--- config.mk ---
export PLATFORM = sky130hd
export DESIGN_NAME = spwm_hbridge
export DESIGN_NICKNAME = d
export VERILOG_FILES = /design/src/rtl/spwm_pkg.sv /design/src/rtl/spwm_carrier.sv /design/src/rtl/spwm_ctl.sv /design/src/rtl/spwm_arm.sv /design/src/rtl/spwm_hbridge.sv
export SDC_FILE = /design/constraint.sdc
export NUM_CORES = 1
export LEC_CHECK = 0
export BUFFER_PORTS_ARGS = -buffer_cell sky130_fd_sc_hd__buf_2
export CORE_MARGIN = 2
export CORE_UTILIZATION = 30
export CTS_BUF_LIST = sky130_fd_sc_hd__clkbuf_8
export CTS_CLUSTER_DIAMETER = 60
export DETAILED_ROUTE_END_ITERATION = 6
export PLACE_DENSITY_LB_ADDON = 0.15
export SYNTH_ARGS = -nofsm -noshare
export SYNTH_HDL_FRONTEND = slang
export SYNTH_SLANG_ARGS = --single-unit
export TNS_END_PERCENT = 1
--- constraint.sdc ---
create_clock -name clk -period 6.3 [get_ports clk]
set_clock_uncertainty 0.1 [all_clocks]
set_input_delay 1.89 -clock clk [delete_from_list [all_inputs] [get_ports clk]]
set_output_delay 1.89 -clock clk [all_outputs]
set_load 0.05 [all_outputs]
--- src/rtl/spwm_pkg.sv ---
`timescale 1ns/1ps
package spwm_pkg;
    localparam int SAMPLE_W = 12;
    localparam int AMP_W    = 8;

    typedef enum logic [2:0] {
        G_OFF   = 3'd0,
        G_LO    = 3'd1,
        G_DT_HI = 3'd2,
        G_HI    = 3'd3,
        G_DT_LO = 3'd4
    } gate_st_e;

    // Rational sine approximation over one full cycle of q entries
    function automatic logic signed [SAMPLE_W-1:0] sine_sample(input int k, input int q);
        int x, base, u, mag, sgn;
        x = (360 * k) / q;
        if (x >= 180) begin
            base = x - 180;
            sgn  = -1;
        end else begin
            base = x;
            sgn  = 1;
        end
        u   = base * (180 - base);
        mag = (2047 * 4 * u) / (40500 - u);
        return SAMPLE_W'(sgn * mag);
    endfunction
endpackage

--- src/rtl/spwm_carrier.sv ---
`timescale 1ns/1ps
module spwm_carrier #(
    parameter int RAMP_LEN = 64,
    parameter int SAMPLES  = 40
) (
    input  logic                         clk,
    input  logic                         rst_n,
    input  logic                         en,
    output logic [$clog2(RAMP_LEN)-1:0]  cnt,
    output logic [$clog2(SAMPLES)-1:0]   idx,
    output logic [$clog2(SAMPLES)-1:0]   nidx,
    output logic                         wrap,
    output logic                         cyc_start
);
    localparam int RW = $clog2(RAMP_LEN);
    localparam int IW = $clog2(SAMPLES);
    localparam logic [RW-1:0] LAST = RW'(RAMP_LEN - 1);
    localparam logic [IW-1:0] ILAST = IW'(SAMPLES - 1);

    assign wrap      = en && (cnt == LAST);
    assign nidx      = (idx == ILAST) ? '0 : idx + 1'b1;
    assign cyc_start = en && (cnt == '0) && (idx == '0);

    always_ff @(posedge clk) begin
        if (!rst_n || !en) begin
            cnt <= '0;
            idx <= '0;
        end else begin
            cnt <= wrap ? '0 : cnt + 1'b1;
            if (wrap) idx <= nidx;
        end
    end

    // the table position moves only onto a fresh carrier period
    p_idx_wrap_r4: assert property (@(posedge clk) disable iff (!rst_n)
        (idx != $past(idx)) |-> (cnt == '0));
    p_idx_range_r4: assert property (@(posedge clk) disable iff (!rst_n)
        idx <= ILAST);
endmodule

--- src/rtl/spwm_ctl.sv ---
`timescale 1ns/1ps
module spwm_ctl import spwm_pkg::*; #(
    parameter int RAMP_LEN = 64,
    parameter int SAMPLES  = 40
) (
    input  logic                              clk,
    input  logic                              rst_n,
    input  logic                              en,
    input  logic                              wrap,
    input  logic [$clog2(SAMPLES)-1:0]        nidx,
    input  logic [AMP_W-1:0]                  amp,
    output logic signed [$clog2(RAMP_LEN):0]  ctl
);
    localparam int RW    = $clog2(RAMP_LEN);
    localparam int HALF  = RAMP_LEN / 2;
    localparam int PW    = SAMPLE_W + AMP_W + 1;
    localparam int SHIFT = (SAMPLE_W - 1) + AMP_W - $clog2(HALF);
    localparam logic signed [PW-1:0] POS_LIM = PW'(HALF);
    localparam logic signed [PW-1:0] NEG_LIM = -PW'(HALF);

    logic signed [SAMPLE_W-1:0] tbl [SAMPLES];
    logic signed [SAMPLE_W-1:0] samp;
    logic signed [PW-1:0]       prod, scaled;
    logic signed [RW:0]         ctl_d;

    for (genvar g = 0; g < SAMPLES; g++) begin : g_tbl
        assign tbl[g] = sine_sample(g, SAMPLES);
    end

    assign samp   = tbl[nidx];
    assign prod   = $signed({{(PW-SAMPLE_W){samp[SAMPLE_W-1]}}, samp})
                  * $signed({{(PW-AMP_W){1'b0}}, amp});
    assign scaled = prod >>> SHIFT;

    always_comb begin
        if (scaled > POS_LIM)      ctl_d = (RW+1)'(HALF);
        else if (scaled < NEG_LIM) ctl_d = -(RW+1)'(HALF);
        else                       ctl_d = scaled[RW:0];
    end

    always_ff @(posedge clk) begin
        if (!rst_n || !en) ctl <= '0;
        else if (wrap)     ctl <= ctl_d;
    end

    // control value stays within the carrier span
    p_ctl_range_r3: assert property (@(posedge clk) disable iff (!rst_n)
        (ctl <= (RW+1)'(HALF)) && (ctl >= -(RW+1)'(HALF)));
    // one control value per carrier period
    p_ctl_hold_r4: assert property (@(posedge clk) disable iff (!rst_n)
        (en && !wrap) |=> $stable(ctl));
endmodule

--- src/rtl/spwm_arm.sv ---
`timescale 1ns/1ps
module spwm_arm import spwm_pkg::*; #(
    parameter int RAMP_LEN = 64,
    parameter int DEAD_CYC = 2,
    parameter bit NEGATE   = 1'b0
) (
    input  logic                              clk,
    input  logic                              rst_n,
    input  logic                              en,
    input  logic [$clog2(RAMP_LEN)-1:0]       cnt,
    input  logic signed [$clog2(RAMP_LEN):0]  ctl,
    output logic                              hi,
    output logic                              lo
);
    localparam int RW   = $clog2(RAMP_LEN);
    localparam int HALF = RAMP_LEN / 2;
    localparam int DW   = $clog2(DEAD_CYC + 1);
    localparam logic [DW-1:0] DLOAD = DW'(DEAD_CYC - 1);

    logic signed [RW+1:0] ref_v, ramp_s;
    logic                 want_hi;
    gate_st_e             state, nstate;
    logic [DW-1:0]        dcnt, ndcnt;

    if (NEGATE) begin : g_neg
        assign ref_v = -$signed({ctl[RW], ctl});
    end else begin : g_pos
        assign ref_v = $signed({ctl[RW], ctl});
    end

    assign ramp_s  = $signed({2'b00, cnt}) - $signed((RW+2)'(HALF));
    assign want_hi = ref_v > ramp_s;

    always_ff @(posedge clk) begin
        if (!rst_n) begin
            state <= G_OFF;
            dcnt  <= '0;
        end else begin
            state <= nstate;
            dcnt  <= ndcnt;
        end
    end

    always_comb begin
        nstate = state;
        ndcnt  = dcnt;
        if (!en) begin
            nstate = G_OFF;
            ndcnt  = '0;
        end else begin
            unique case (state)
                G_OFF: begin
                    nstate = want_hi ? G_DT_HI : G_DT_LO;
                    ndcnt  = DLOAD;
                end
                G_LO: if (want_hi) begin
                    nstate = G_DT_HI;
                    ndcnt  = DLOAD;
                end
                G_DT_HI: begin
                    if (!want_hi)         nstate = G_LO;
                    else if (dcnt == '0)  nstate = G_HI;
                    else                  ndcnt  = dcnt - 1'b1;
                end
                G_HI: if (!want_hi) begin
                    nstate = G_DT_LO;
                    ndcnt  = DLOAD;
                end
                G_DT_LO: begin
                    if (want_hi)          nstate = G_HI;
                    else if (dcnt == '0)  nstate = G_LO;
                    else                  ndcnt  = dcnt - 1'b1;
                end
                default: nstate = G_OFF;
            endcase
        end
    end

    always_comb begin
        hi = (state == G_HI);
        lo = (state == G_LO);
    end

    p_no_shoot_r9: assert property (@(posedge clk) disable iff (!rst_n)
        !(hi && lo));
    p_gap_hi_r7: assert property (@(posedge clk) disable iff (!rst_n)
        $rose(hi) |-> !$past(lo));
    p_gap_lo_r7: assert property (@(posedge clk) disable iff (!rst_n)
        $rose(lo) |-> !$past(hi));
    p_off_dis_r1: assert property (@(posedge clk) disable iff (!rst_n)
        !en |=> (!hi && !lo));
endmodule

--- src/rtl/spwm_hbridge.sv ---
`timescale 1ns/1ps
module spwm_hbridge import spwm_pkg::*; #(
    parameter int RAMP_LEN = 64,
    parameter int SAMPLES  = 40,
    parameter int DEAD_CYC = 2
) (
    input  logic       clk,
    input  logic       rst_n,
    input  logic       en,
    input  logic [7:0] amp,
    output logic       a_hi,
    output logic       a_lo,
    output logic       b_hi,
    output logic       b_lo,
    output logic       cyc_start
);
    localparam int RW = $clog2(RAMP_LEN);
    localparam int IW = $clog2(SAMPLES);

    logic [RW-1:0]      cnt;
    logic [IW-1:0]      idx, nidx;
    logic               wrap;
    logic signed [RW:0] ctl;

    spwm_carrier #(.RAMP_LEN(RAMP_LEN), .SAMPLES(SAMPLES)) u_car (
        .clk(clk), .rst_n(rst_n), .en(en), .cnt(cnt), .idx(idx),
        .nidx(nidx), .wrap(wrap), .cyc_start(cyc_start));

    spwm_ctl #(.RAMP_LEN(RAMP_LEN), .SAMPLES(SAMPLES)) u_ctl (
        .clk(clk), .rst_n(rst_n), .en(en), .wrap(wrap), .nidx(nidx),
        .amp(amp), .ctl(ctl));

    spwm_arm #(.RAMP_LEN(RAMP_LEN), .DEAD_CYC(DEAD_CYC), .NEGATE(1'b0)) u_arm_a (
        .clk(clk), .rst_n(rst_n), .en(en), .cnt(cnt), .ctl(ctl),
        .hi(a_hi), .lo(a_lo));

    spwm_arm #(.RAMP_LEN(RAMP_LEN), .DEAD_CYC(DEAD_CYC), .NEGATE(1'b1)) u_arm_b (
        .clk(clk), .rst_n(rst_n), .en(en), .cnt(cnt), .ctl(ctl),
        .hi(b_hi), .lo(b_lo));

    // strobe only at the start of table entry 0
    p_strobe_entry_r10: assert property (@(posedge clk) disable iff (!rst_n)
        cyc_start |-> (idx == '0));
endmodule

==> metrics.md <==
| Metric | Value |
|---|---|
| Crit path arrival time | 6.50 ns |
| Die Height | 151 µm |
| Syn_area_per_cell | 8.16 µm² |
| NumNets Final | 1,093 |
| CTS Buf Count | 5 |
| Violated checks | setup timing |
| First-pass GRT wire length | 29.8 mm |
| Pwr Total | 589 µW |
| Max Clock Freq | 0.155 GHz |
| Tcrit/Tclk final | 102% |
| Wire per inst | 14.6 µm |
| EDFF count, synth | 0 |
| Tot GR Track Use | 16.2% |
| Clock sink count | 29 |
| Crit path launch type | flop |
| Final Critical Period | 6.44 ns |
| Final hold vios | 0 |
| Hold/Removal Path Class | flop to flop |
| Synthesized cell area | 6520 µm² |
| Setup slack after layout | -0.136 ns |
| Async SR Flop Fraction | 0% |
| Sequential share of the synthesized area | 8.91% |
| Critical path class | flop to flop |
| FILL cells | 2,192 |
| Cts hold-fix bufs | 0 |
| Root Driver | clkbuf_8 |
| Initial Util | 30.8% |
| DR vias/cell | 4.82 |
| Layout area overhead | 28.3% |
| Clk Latency, worst-skew pair | 0.28 ns |
| WP data required | 6.36 ns |
| Rel. slew slack | 63.7% |
| Yosys warns | 0 |
| Main synth FF type | dfxtp_1 |
| Total die area | 22,900 µm² |
| Cells after synthesis | 799 |
| Initial antenna violation count | 0 |
| Synth area leader | fa_1 |
| Syn_nets | 953 |
| CORE AREA | 21,200 µm² |
| TritonRoute pass-1 iters | 4 |
| RSZ-0062 raised after global routing | yes |
| Top post-synthesis cells by area | fa_1 24%, ha_1 13%, dfxtp_1 8.9%, inv_1 7.3%, and2_1 4.1% |
| Worst setup EP type | flop |
| Max IR drop VDD | 0.0695 mV |
| Clock buffer depth | 2 |
| Port Buf Inserts | 15 |
| Final Max Tran Viols | 0 |
| Pwr dens | 70.4 nW/µm² |
| Max cap viols | 0 |
| Total gr overflow | 0 |
| Pleak | 0.00382 µW |
| Outcome | complete, but fails checks |
| Via count | 5,853 |
| Final GP Congestion | 0.829 |
| Vias in the first global route | 5,992 |
| Post-Route WL | 17.8 mm |
| CTS H-tree depth | 2 |
| FP Rows | 53 |
| DIE WIDTH | 151 µm |
| Largest net degree at the start of global routing | 17 |
| Clock-pin slew on the worst setup and hold paths | 0.07 ns |
| Yosys reg bits | 29 |
| Worst slew pin tran | 0.543 ns |
| CTS tree | done |
| Initial DRC count | 232 |
| DRC viols | 0 |
| Pre-CTS setup slack | -0.391 ns |
| Maximum fanout along the worst path | 5 |
| Share of cells above drive strength 1 | 27.8% |
| Post-DP HPWL | 14.8 mm |
| Synth unique cells | 80 |
| Setup-failing EPs final | 6 |
| Antenna viol nets, final | 0 |
| # IOs | 16 |
| Top-area cell type share of the netlist area | 23.7% |
| # diodes | 0 |
routing by layer:
metal  share of wire [%]  vias up  GRT usage (%)
met5                   0        -              0
met4                0.83        0           2.34
met3                 1.9       17           1.23
met2                  46       74           27.2
met1                  51     2810           23.3
li1                    -     2952              -
logic make-up (layout without fill, tap and decap cells):
family	after synthesis	after routing	synth area share [%]
AOI/OAI and AO/OA	173	173	18.9
xor gates and xnor gates	24	24	3.74
adders and majority gates	143	143	36.3
buffers and inverters	164	304	10.1
DFF	29	29	8.91
muxes	7	7	1.13
and+or+nand+nor	259	260	20.9
cells in the mapped netlist, types with 3 or more instances:
cell	instances
a32o_1	5
clkbuf_1	25
o31a_1	3
buf_2	4
a22oi_1	4
and4_1	3
a31oi_1	6
o211ai_1	5
nand4_1	8
mux2i_1	4
inv_1	127
nor3b_1	3
a21o_1	6
buf_6	5
or3_1	3
nand2_1	68
nand3_1	12
xor2_1	5
a211oi_1	14
fa_1	77
nor2_1	46
nand3b_1	4
nand2b_1	14
o21a_1	12
o21ai_1	4
xnor2_1	16
a21oi_1	41
nor2b_1	20
a311oi_1	3
o21ai_0	27
and2_1	43
and3_1	5
ha_1	66
nor4_1	4
nor3_1	13
dfxtp_1	29
o22ai_1	9
path summary, 6_finish.rpt:
check             slack, ns  cells after the start         endpoint       startpoint
setup reg to reg      -0.14                     27     u_ctl.ctl[1]     u_car.idx[1]
hold / removal         0.37                      2  u_arm_b.dcnt[1]  u_arm_b.dcnt[1]
setup / recovery      -0.14                     27     u_ctl.ctl[1]     u_car.idx[1]
hold reg to reg        0.37                      2  u_arm_b.dcnt[1]  u_arm_b.dcnt[1]
power breakdown:
group	internal, µW	leakage [µW]	switching [µW]	total, µW
registers	185	0.000237	4.20	189
clock network	76.1	0.0000439	76.2	152
logic	118	0.00354	129	247
stage by stage:
stage / instances / TNS, ns / cell area (µm²) / hold WS, ns / util [%]
final: 1215 / -0.735 / 8360 / 0.375 / 39.5
after global routing: 1215 / -2.84 / 8360 / 0.418 / 39.5
after CTS: 1213 / -0.631 / 8310 / 0.382 / 39.3
after detailed placement: 1195 / -2.40 / 7960 / 0.366 / 37.6
after global placement: 1195 / -2.35 / 7960 / 0.370 / 37.6
after floorplan: 799 / -0.324 / 6640 / 0.345 / -
flip-flops by register name, indices dropped and copies added (netlist names):
register,count
u_arm_a.dcnt,2
u_arm_a.state,3
u_arm_b.dcnt,2
u_arm_b.state,3
u_car.cnt,6
u_car.idx,6
u_ctl.ctl,7
area by class of cell:
class                      count  area, µm²  share of cell area [%]
timing repair buffer         167       1260                    15.1
tap                          275        344                    4.11
clock inverter                 3       17.5                   0.209
sequential                    29        588                    7.03
multi-input combinational    607       5600                    66.9
inverter                     129        487                    5.82
clock buffer                   5       68.8                   0.823
worst max-delay path: stages, from the launching register on:
cell and delay (ns):
dfxtp_4 0.39, ha_4 0.15, a311o_1 0.33, nand2_2 0.15, buf_4 0.17, a21oi_1 0.15, mux2_2 0.36, o22ai_2 0.18
buf_4 0.18, nand2_1 0.08, fa_1 0.49, inv_1 0.05, fa_1 0.46, fa_1 0.54, inv_1 0.05, fa_1 0.52
inv_1 0.06, ha_4 0.24, o21a_1 0.18, o21ai_1 0.11, nand2b_1 0.11, a22oi_2 0.19, nand2_1 0.11, a31oi_4 0.19
o31ai_4 0.10, xor2_2 0.20, xor2_2 0.19, a32o_1 0.28
cells in the final DEF (no fill, tap or decap), types with 20 or more instances in the layout:
master   synthesis  final
nand2_1         68     62
fa_1            77     76
inv_1          127    122
nor2_1          46     44
and2_1          43     34
buf_4            0    145
ha_1            66     59
dfxtp_1         29     27
o21ai_0         27     20
a21oi_1         41     35
timing repair:
item,4_1_cts,5_1_grt
gates resized for setup,50,9
gates cloned,1,0
setup endpoints to repair,7,7
pin swaps,49,5
setup buffers,12,2
No activity file was read; power rests on OpenSTA's default activity.
